File: src/rtl/spi_rate_pkg.sv
package spi_rate_pkg;
  localparam int SEL_W  = 3;
  localparam int RCNT_W = (1 << SEL_W) - 1;
  localparam int HALF_W = SEL_W + RCNT_W + 1;

  typedef struct packed {
    logic [SEL_W-1:0] presc;
    logic [SEL_W-1:0] rate;
  } rate_cfg_t;
endpackage

File: src/rtl/spi_presc_stage.sv
module spi_presc_stage #(
  parameter int SEL_W = 3
) (
  input  logic             clk,
  input  logic             rst_n,
  input  logic             run,
  input  logic [SEL_W-1:0] div_sel,
  output logic             stage_tick
);
  logic [SEL_W-1:0] cnt_q;
  logic             at_end;

  assign at_end     = (cnt_q == div_sel);
  assign stage_tick = run & at_end;

  always_ff @(posedge clk or negedge rst_n) begin
    if (!rst_n)                cnt_q <= '0;
    else if (!run || at_end)   cnt_q <= '0;
    else                       cnt_q <= cnt_q + 1'b1;
  end
endmodule

File: src/rtl/spi_rate_stage.sv
module spi_rate_stage #(
  parameter int SEL_W  = 3,
  parameter int RCNT_W = (1 << SEL_W) - 1
) (
  input  logic             clk,
  input  logic             rst_n,
  input  logic             run,
  input  logic             in_tick,
  input  logic [SEL_W-1:0] exp_sel,
  output logic             half_tick
);
  logic [RCNT_W-1:0] cnt_q;
  logic [RCNT_W:0]   one_hot;
  logic [RCNT_W:0]   lim_w;
  logic [RCNT_W-1:0] lim;
  logic              at_end;

  assign one_hot   = {{RCNT_W{1'b0}}, 1'b1} << exp_sel;
  assign lim_w     = one_hot - 1'b1;
  assign lim       = lim_w[RCNT_W-1:0];
  assign at_end    = (cnt_q == lim);
  assign half_tick = run & in_tick & at_end;

  always_ff @(posedge clk or negedge rst_n) begin
    if (!rst_n)          cnt_q <= '0;
    else if (!run)       cnt_q <= '0;
    else if (in_tick)    cnt_q <= at_end ? '0 : cnt_q + 1'b1;
  end
endmodule

File: src/rtl/spi_rate_gen.sv
module spi_rate_gen
  import spi_rate_pkg::*;
(
  input  logic             clk,
  input  logic             rst_n,
  input  logic [SEL_W-1:0] presc_sel,
  input  logic [SEL_W-1:0] rate_sel,
  input  logic             xfer_active,
  output logic             sck_toggle,
  output logic             bit_tick
);
  rate_cfg_t cfg_q;
  logic      pre_tick;
  logic      half_tick;
  logic      phase_q;

  // Selections follow the inputs while idle and freeze during a transfer.
  always_ff @(posedge clk or negedge rst_n) begin
    if (!rst_n)            cfg_q <= '0;
    else if (!xfer_active) cfg_q <= '{presc: presc_sel, rate: rate_sel};
  end

  spi_presc_stage #(.SEL_W(SEL_W)) u_presc (
    .clk(clk), .rst_n(rst_n), .run(xfer_active),
    .div_sel(cfg_q.presc), .stage_tick(pre_tick)
  );

  spi_rate_stage #(.SEL_W(SEL_W), .RCNT_W(RCNT_W)) u_rate (
    .clk(clk), .rst_n(rst_n), .run(xfer_active), .in_tick(pre_tick),
    .exp_sel(cfg_q.rate), .half_tick(half_tick)
  );

  // Phase flop selects which half of the bit the next toggle closes.
  always_ff @(posedge clk or negedge rst_n) begin
    if (!rst_n)            phase_q <= 1'b0;
    else if (!xfer_active) phase_q <= 1'b0;
    else if (half_tick)    phase_q <= ~phase_q;
  end

  assign sck_toggle = half_tick;
  assign bit_tick   = half_tick & phase_q;
endmodule

File: config.mk
export PLATFORM = sky130hd
export DESIGN_NAME = spi_rate_gen
export DESIGN_NICKNAME = d
export VERILOG_FILES = /design/src/rtl/spi_rate_pkg.sv /design/src/rtl/spi_presc_stage.sv /design/src/rtl/spi_rate_stage.sv /design/src/rtl/spi_rate_gen.sv
export SDC_FILE = /design/constraint.sdc
export NUM_CORES = 1
export LEC_CHECK = 0
export BUFFER_PORTS_ARGS = -buffer_cell sky130_fd_sc_hd__clkbuf_2
export CAP_MARGIN = 10
export CELL_PAD_IN_SITES_DETAIL_PLACEMENT = 0
export CELL_PAD_IN_SITES_GLOBAL_PLACEMENT = 1
export CORE_MARGIN = 2
export CORE_UTILIZATION = 39
export CTS_BUF_LIST = sky130_fd_sc_hd__clkbuf_8 sky130_fd_sc_hd__clkbuf_16
export CTS_CLUSTER_DIAMETER = 50
export CTS_CLUSTER_SIZE = 24
export DETAILED_ROUTE_END_ITERATION = 12
export PLACE_DENSITY_LB_ADDON = 0.1
export SYNTH_ARGS = -nofsm -noshare
export SYNTH_HDL_FRONTEND = slang
export SYNTH_SLANG_ARGS = --single-unit
File: constraint.sdc
create_clock -name clk -period 3.5 [get_ports clk]
set_input_delay 1.05 -clock clk [delete_from_list [all_inputs] [get_ports clk]]
set_output_delay 1.05 -clock clk [all_outputs]
set_load 0.02 [all_outputs]
==> results of run 1 <==
-- worst max-delay path: cells and delay by family, from the launching register on --
family	cells	cell delay, ps
AO/OA/AOI/OAI	1	120
AND/OR/NAND/NOR	4	1120
flip-flops	1	430
buffers and inverters	1	160
-- layout by cell type, fill, tap and decap left out, types with 2 or more instances in the layout --
| master | count |
|---|---|
| and3_1 | 3 |
| nand2b_1 | 2 |
| nor2_1 | 4 |
| o21ai_0 | 2 |
| nand4_1 | 4 |
| inv_1 | 3 |
| nand3_1 | 4 |
| nand2_1 | 4 |
| clkbuf_2 | 10 |
| xnor2_1 | 3 |
| ha_1 | 2 |
| xor2_1 | 6 |
| o22ai_1 | 2 |
| buf_4 | 2 |
| clkbuf_8 | 3 |
| dfrtp_1 | 17 |
| or3_1 | 3 |
| nor3_1 | 5 |
| mux2_2 | 6 |
-- kinds of logic (layout without fill, tap and decap cells) --
family	Yosys count	in the layout	synth area share (%)
xor gates and xnor gates	9	9	8.46
and+or+nand+nor	34	34	22.4
muxes	7	7	8.32
adders and majority gates	2	2	2.68
buffers and inverters	6	19	4.03
DFF	17	17	45.6
AOI/OAI and AO/OA	11	11	8.46
-- sequential cells by signal (all words and copies together), names as in the netlist --
| register | cells |
|---|---|
| u_presc.cnt_q | 3 |
| cfg_q | 6 |
| u_rate.cnt_q | 7 |
| phase_q | 1 |
-- layer usage --
metal	wire (um)	share of wire [%]	track usage, %
met5	0	0	0
met4	8	0.48	5.13
met3	88	5.3	5.08
met2	744	45	21.7
met1	826	50	18.9
-- final cells by class --
cell class,count,area share (%)
well taps,28,3.33
multi-input cells,63,44.6
flip-flops and latches,17,40.4
clock buffers,3,3.92
repair buffers,12,6.18
clock inverters,1,0.476
inverters,3,1.07
-- power breakdown --
group	internal, mW	switching, mW
sequential	0.212	0.0179
combinational	0.0382	0.0405
clock	0.0789	0.0656
total	0.329	0.124
-- stage by stage --
step | power [mW] | worst slack [ps] | util [%] | hold slack [ps]
after global placement | 0.313 | 614 | 45.0 | 472
after CTS | 0.463 | 329 | 47.1 | 485
after detailed placement | 0.314 | 618 | 45.0 | 475
after floorplan | 0.291 | 759 | - | 451
after global routing | 0.484 | 184 | 47.1 | 498
final | 0.453 | 362 | 47.1 | 481
-- path summary, 6_finish.rpt --
kind	slack, ps	endpoint	start	cells after the start
setup / recovery	360	bit_tick	cfg_q[0]$_DFFE_PN0N_	6
hold / removal	480	u_presc.cnt_q[0]$_DFF_PN0_	u_presc.cnt_q[0]$_DFF_PN0_	1
setup reg to reg	1730	phase_q$_DFFE_PN0P_	cfg_q[0]$_DFFE_PN0N_	5
hold reg to reg	480	u_presc.cnt_q[0]$_DFF_PN0_	u_presc.cnt_q[0]$_DFF_PN0_	1
max in group asynchronous	2450	u_rate.cnt_q[0]$_DFFE_PN0P_	rst_n	1
min in group asynchronous	730	u_rate.cnt_q[3]$_DFFE_PN0P_	rst_n	1
==> metrics.cfg, run 1 <==
[run_status]
status = complete, no violations

[yosys]
synth.distinct_cells = 31
syn-cell-area_um2 = 932
synth.top_cells.by_area = dfrtp_1 46%, mux2_2 7.2%, xor2_1 5.6%
ys_warn_count = 0
syn_nets = 97
syn-instance-count = 86
ys_ff_latch = 17
synth_most_common_cell = dfrtp_1
synth-edff-count = 0
synth_ff_type = dfrtp_1
synth_top_area_share_pct = 45.6
avgSynthCellArea_um2 = 10.8
ys_async_sr_fraction_pct = 100
synth-seq-area-share_pct = 45.6
synth_top_cells_by_count = 17 x dfrtp_1, 6 x mux2_2, 6 x xor2_1, 5 x nor3_1
synth_top_cell_by_area = dfrtp_1

[drt]
drc = 0
viasPerCell = 5.16
wire_per_inst_um = 13.1
dr.pass1.iters = 4
postRouteAntennaNets = 0
drtIter0Drc = 12
vias = 655
wirelength_mm = 1.67

[clock_tree]
cts_tree = built
postCtsHoldBufs = 0
cts_setup_buffers = 0
cts.sinks = 17
clock_path_buffers = 2
cts_made_buffers = 3
cts_root_buf = clkbuf_8
clk_latency_ps = 250
htreeDepth = 1
cts-resized-gates = 0
clkTransAtPathRegs_ps = 60

[sta]
rsz0062_at_grt = false
finClkSkew_ps = 2.25
setup_viol = 0
post-route-period-util_pct = 89.6
tns_ps = 0
final_hold_viol_count = 0
max_freq_mhz = 319
worstMarginPinSlew_ps = 456
fin_crit_ps = 3140
max_slew_margin_pct = 69.4
finalMaxSlewViolations = 0

[power]
p_leak_nw = 0.469
peakVddDrop_uv = 296
pwr_density_cell_nw_per_um2 = 431

[floorplan]
io_pins = 11
die_w_um = 52.9
die_y_um = 52.9
num_rows = 17
core_area_um2 = 2230
initial_utilization_pct = 41.7
dieArea_um2 = 2800

[critical_path]
slowest_stage = dfrtp_1
critPathLaunchType = register
timing.critical_path.required_ps = 2450
path_cells = or3_1 -> nand3_2 -> a31oi_2 -> nor4b_4 -> and3_1 -> clkbuf_2
critPathMaxFanout = 6
worst_setup_path_end_kind = primary output
crit_type = reg2out
cp_data_arrival_time_ps = 2090
max_stage_delay_ps = 430

[placed_design]
place_congestion = 0.794
hpwl_mm = 1.22
dp.cells = 123
portBuffers = 10
placed_cell_area_um2 = 1010

[run]
maxCapViolCount = 0

[final_layout]
syn2layout_area_growth_pct = 12.9
diodes = 0
nFillCells = 227
drive_above_1_share_pct = 26.3
ff_latch_area_um2 = 425
multi_input_area_um2 = 469
fin_area_um2 = 1050
final_cells = 127
fin_nets = 111

[global_route]
grt_use_total_pct = 14.4
grt_start_max_net_pins = 18
antenna_found_initial = 0
grt_pass1_vias = 621
grt_pass1_wl_mm = 2.87
grt-ovfl-total = 0

[hold_path]
hp-class = reg2reg

Note: power is estimated with default switching activity, not from simulation.
==> inputs of run 2 (changes only) <==
Settings changed: CORE_MARGIN 2 to not set.
==> run 2 against run 1 <==
First-iteration DRC count is 42% higher. Sequential power hardly changed. Die area is 7.4% lower. Clock-buffer cell count stayed put. Hold slack better by 0.72 ps.
==> metrics.cfg, run 2 (synthesized netlist as in run 1, its figures left out) <==
[clock_tree]
cts.sinks = 17
htreeDepth = 1
clock_path_buffers = 2
clkTransAtPathRegs_ps = 70
cts_setup_buffers = 0
cts_made_buffers = 3
cts_root_buf = clkbuf_8
postCtsHoldBufs = 0
clk_latency_ps = 250
cts-resized-gates = 0
cts_tree = built

[drt]
wirelength_mm = 1.69
postRouteAntennaNets = 0
vias = 699
drc = 0
wire_per_inst_um = 13.3
dr.pass1.iters = 4
drtIter0Drc = 17
viasPerCell = 5.50

[run_status]
status = complete, no violations

[sta]
tns_ps = 0
post-route-period-util_pct = 89.6
setup_viol = 0
finalMaxSlewViolations = 0
worstMarginPinSlew_ps = 523
fin_crit_ps = 3140
finClkSkew_ps = 1.35
max_freq_mhz = 319
final_hold_viol_count = 0
rsz0062_at_grt = false
max_slew_margin_pct = 64.8

[power]
power_uw = 455
peakVddDrop_uv = 297
p_leak_nw = 0.469
pwr_density_cell_nw_per_um2 = 432

[placed_design]
place_congestion = 0.746
hpwl_mm = 1.21
portBuffers = 10

[global_route]
grt_use_total_pct = 15.6
grt-ovfl-total = 0
grt_pass1_wl_mm = 2.99
grt_start_max_net_pins = 18
antenna_found_initial = 0
grt_pass1_vias = 670

[critical_path]
critPathMaxFanout = 8
crit_type = reg2out
worst_setup_path_end_kind = primary output
timing.critical_path.required_ps = 2450
critPathLaunchType = register
cp_data_arrival_time_ps = 2090

[final_layout]
diodes = 0
largest_reg_flops = 7
syn2layout_area_growth_pct = 12.9
layout_commonest_cell = dfrtp_1
regMostFlops = u_rate.cnt_q
drive_above_1_share_pct = 26.3
top_regs = u_rate.cnt_q x7, cfg_q x6, u_presc.cnt_q x3
nFillCells = 220
fin_nets = 111
final_cell_mix = 17 x dfrtp_1, 10 x clkbuf_2, 6 x xor2_1, 6 x mux2_2, 5 x nor3_1

[run]
maxCapViolCount = 0

[floorplan]
initial_utilization_pct = 41.7
core_area_um2 = 2230
num_rows = 17
die_y_um = 50.9
io_pins = 11
die_w_um = 50.9
dieArea_um2 = 2590

[hold_path]
hp-class = reg2reg

[run 2: cell counts in the layout (fill, tap and decap cells not counted)]
Identical to the previous run, type by type.
[run 2: where the power goes]
group          internal, mW  total [mW]  switching, mW  leakage [nW]
Combinational        0.0384      0.0802         0.0418         0.223
Clock                0.0788       0.144         0.0656        0.0255
Sequential            0.212       0.230         0.0182         0.221
Total                 0.330       0.455          0.125         0.469
[run 2: final timing paths]
check	cells after the start	to	startpoint	slack, ps
max	6	bit_tick	cfg_q[1]$_DFFE_PN0N_	360
min	1	u_presc.cnt_q[0]$_DFF_PN0_	u_presc.cnt_q[0]$_DFF_PN0_	480
max reg2reg	5	u_rate.cnt_q[3]$_DFFE_PN0P_	cfg_q[1]$_DFFE_PN0N_	1630
min reg2reg	1	u_presc.cnt_q[0]$_DFF_PN0_	u_presc.cnt_q[0]$_DFF_PN0_	480
max in group asynchronous	1	cfg_q[2]$_DFFE_PN0N_	rst_n	2470
min in group asynchronous	1	cfg_q[5]$_DFFE_PN0N_	rst_n	730
[run 2: final cells by class]
cell class | instances | area, um^2 | share of cell area, %
Multi-Input combinational cell | 63 | 469 | 44.6
Clock buffer | 3 | 41.3 | 3.92
Inverter | 3 | 11.3 | 1.07
Sequential cell | 17 | 425 | 40.4
Tap cell | 28 | 35.0 | 3.33
Clock inverter | 1 | 5.00 | 0.476
Timing Repair Buffer | 12 | 65.1 | 6.18
[run 2: layer usage]
layer  part of all wire (%)  track usage (%)  up-vias
met1                     48             21.3      352
met5                      0                0        -
met2                     49             24.9        8
met3                    1.8             2.68        2
met4                   0.47             5.56        0
li1                       -                -      337
[run 2: worst max-delay path: stages (launching register included)]
cell and delay, ps:
dfrtp_1 460, or3_1 380, nand3_2 90, a31oi_2 120, nor4b_4 430, and3_1 200, clkbuf_2 160
[run 2: stage by stage]
step	setup slack, ps	utilization [%]	instances	cell area [um^2]	hold slack, ps
floorplan	759	-	86	932	451
global placement	645	45.0	123	1010	473
detailed placement	617	45.0	123	1010	476
CTS	336	47.1	127	1050	484
global route	210	47.1	127	1050	514
finish	363	47.1	127	1050	482
==> inputs of run 3 (changes only) <==
Settings changed: CORE_UTILIZATION 39 to 47.
==> run 3 against run 2 <==
Combinational power fell by 3.1%. Wire length shrank 4.4%. Via count shrank 4.0%. Critical path type unchanged. Cell count is 3.1% lower. Flip-flop and latch count unchanged. Global-route usage grew 4.2 points. First-iteration DRC count decreased by 71%. Largest power group unchanged. Clock skew hardly changed. Register-to-register slack improved by 40 ps. Hold slack better by 11 ps.
==> metrics.cfg, run 3 (synthesized netlist as in run 1, its figures left out) <==
[run_status]
status = complete, no violations

[critical_path]
regToRegSetupSlack_ps = 1670
cpLargestDelayFamily = simple AND/OR/NAND/NOR gates
crit_start = cfg_q[1]$_DFFE_PN0N_
path_buf_inv = 1
max_stage_delay_ps = 460
slowest_stage = dfrtp_1
critPathMaxFanout = 8
critPathLaunchType = register
r2r_cells = 5
r2r-end = u_rate.cnt_q[1]$_DFFE_PN0P_
cp-endpoint = bit_tick
worst_setup_path_end_kind = primary output
cp.depth = 6
timing.critical_path.required_ps = 2450
path_cells = nor2_1 -> nor4b_1 -> a31oi_2 -> nor4b_4 -> and3_1 -> clkbuf_2
crit_type = reg2out
r2r_start = cfg_q[1]$_DFFE_PN0N_
cp_data_arrival_time_ps = 2110

[placed_design]
place_congestion = 0.768
pre_cts_slack_ps = 624
portBuffers = 10
placed_cell_area_um2 = 995
hpwl_mm = 1.20

[sta]
worstMarginPinSlew_ps = 518
tns_ps = 0
final_hold_viol_count = 0
post-route-period-util_pct = 90.2
finClkSkew_ps = 0.949
fin_ws_ps = 344
fin_crit_ps = 3160
rsz0062_at_grt = false
max_slew_margin_pct = 65.2
max_freq_mhz = 317
setup_viol = 0
finalMaxSlewViolations = 0

[final_layout]
fin_nets = 110
regMostFlops = u_rate.cnt_q
diodes = 0
final_cell_mix = 17 x dfrtp_1, 10 x clkbuf_2, 6 x xor2_1, 6 x mux2_2, 5 x nor3_1
drive_above_1_share_pct = 25.5
multi_input_area_um2 = 469
syn2layout_area_growth_pct = 11.7
top_regs = u_rate.cnt_q x7, cfg_q x6, u_presc.cnt_q x3
ff_latch_area_um2 = 425
largest_reg_flops = 7
nFillCells = 146
layout_commonest_cell = dfrtp_1
fin_area_um2 = 1040

[drt]
vias = 671
dr.pass1.iters = 4
drtIter0Drc = 5
wire_per_inst_um = 13.2
drc = 0
wirelength_mm = 1.62
viasPerCell = 5.46
postRouteAntennaNets = 0

[hold_path]
hp-class = reg2reg

[power]
power_uw = 458
peakVddDrop_uv = 282
p_leak_nw = 0.465
pwr_density_cell_nw_per_um2 = 440

[global_route]
grt-ovfl-total = 0
grt_pass1_vias = 646
grt_use_total_pct = 19.9
antenna_found_initial = 0
grt_start_max_net_pins = 18
grt_pass1_wl_mm = 2.90

[floorplan]
dieArea_um2 = 2170
initial_utilization_pct = 52.3
die_y_um = 46.5
num_rows = 15
io_pins = 11
core_area_um2 = 1780
die_w_um = 46.5

[clock_tree]
clk_latency_ps = 250
cts_tree = built
clock_path_buffers = 2
cts.sinks = 17
cts_root_buf = clkbuf_8
cts-resized-gates = 0
postCtsHoldBufs = 0
cts_made_buffers = 3
clkTransAtPathRegs_ps = 70
cts_setup_buffers = 0
htreeDepth = 1

[run]
maxCapViolCount = 0

-- run 3: cell types whose count changed in the layout (fill, tap and decap cells not counted), sizes merged --
cell	change
buf	-1
-- run 3: report_power, final --
part	switching [mW]	internal [mW]	leakage (nW)
Clock	0.0700	0.0791	0.0255
Sequential	0.0186	0.212	0.221
Combinational	0.0401	0.0376	0.218
-- run 3: worst min path at each step --
stage	start	end	slack, ps	cells after the start
global route	u_presc.cnt_q[0]$_DFF_PN0_	u_presc.cnt_q[0]$_DFF_PN0_	510	1
finish	u_presc.cnt_q[0]$_DFF_PN0_	u_presc.cnt_q[0]$_DFF_PN0_	490	1
floorplan	u_presc.cnt_q[0]$_DFF_PN0_	u_presc.cnt_q[0]$_DFF_PN0_	450	1
global placement	u_presc.cnt_q[0]$_DFF_PN0_	u_presc.cnt_q[0]$_DFF_PN0_	470	1
CTS	u_presc.cnt_q[0]$_DFF_PN0_	u_presc.cnt_q[0]$_DFF_PN0_	500	1
detailed placement	u_presc.cnt_q[0]$_DFF_PN0_	u_presc.cnt_q[0]$_DFF_PN0_	490	1
-- run 3: stage by stage --
stage,hold WS [ps],std cells,util (%)
after floorplan,451,86,-
after global placement,467,119,55.8
after detailed placement,491,119,55.8
after CTS,500,123,58.4
after global routing,512,123,58.4
final,493,123,58.4
-- run 3: metal layers --
| layer | global-route usage (%) | part of all wire [%] |
|---|---|---|
| met5 | 0 | 0 |
| met4 | 10.0 | 1.3 |
| met3 | 6.27 | 3.3 |
| met2 | 27.2 | 46 |
| met1 | 27.5 | 50 |
-- run 3: worst reg2reg max path: cells and delay by family (launching register included) --
kind | cells | cell delay [ps]
AO/OA/AOI/OAI | 2 | 270
flip-flops | 1 | 460
AND/OR/NAND/NOR | 3 | 970
-- run 3: layout make-up --
type,instances,area share [%]
clock buffer,3,3.97
inverter,3,1.08
multi-input combinational,63,45.1
tap,25,3.00
sequential,17,40.9
clock inverter,1,0.481
timing repair buffer,11,5.53
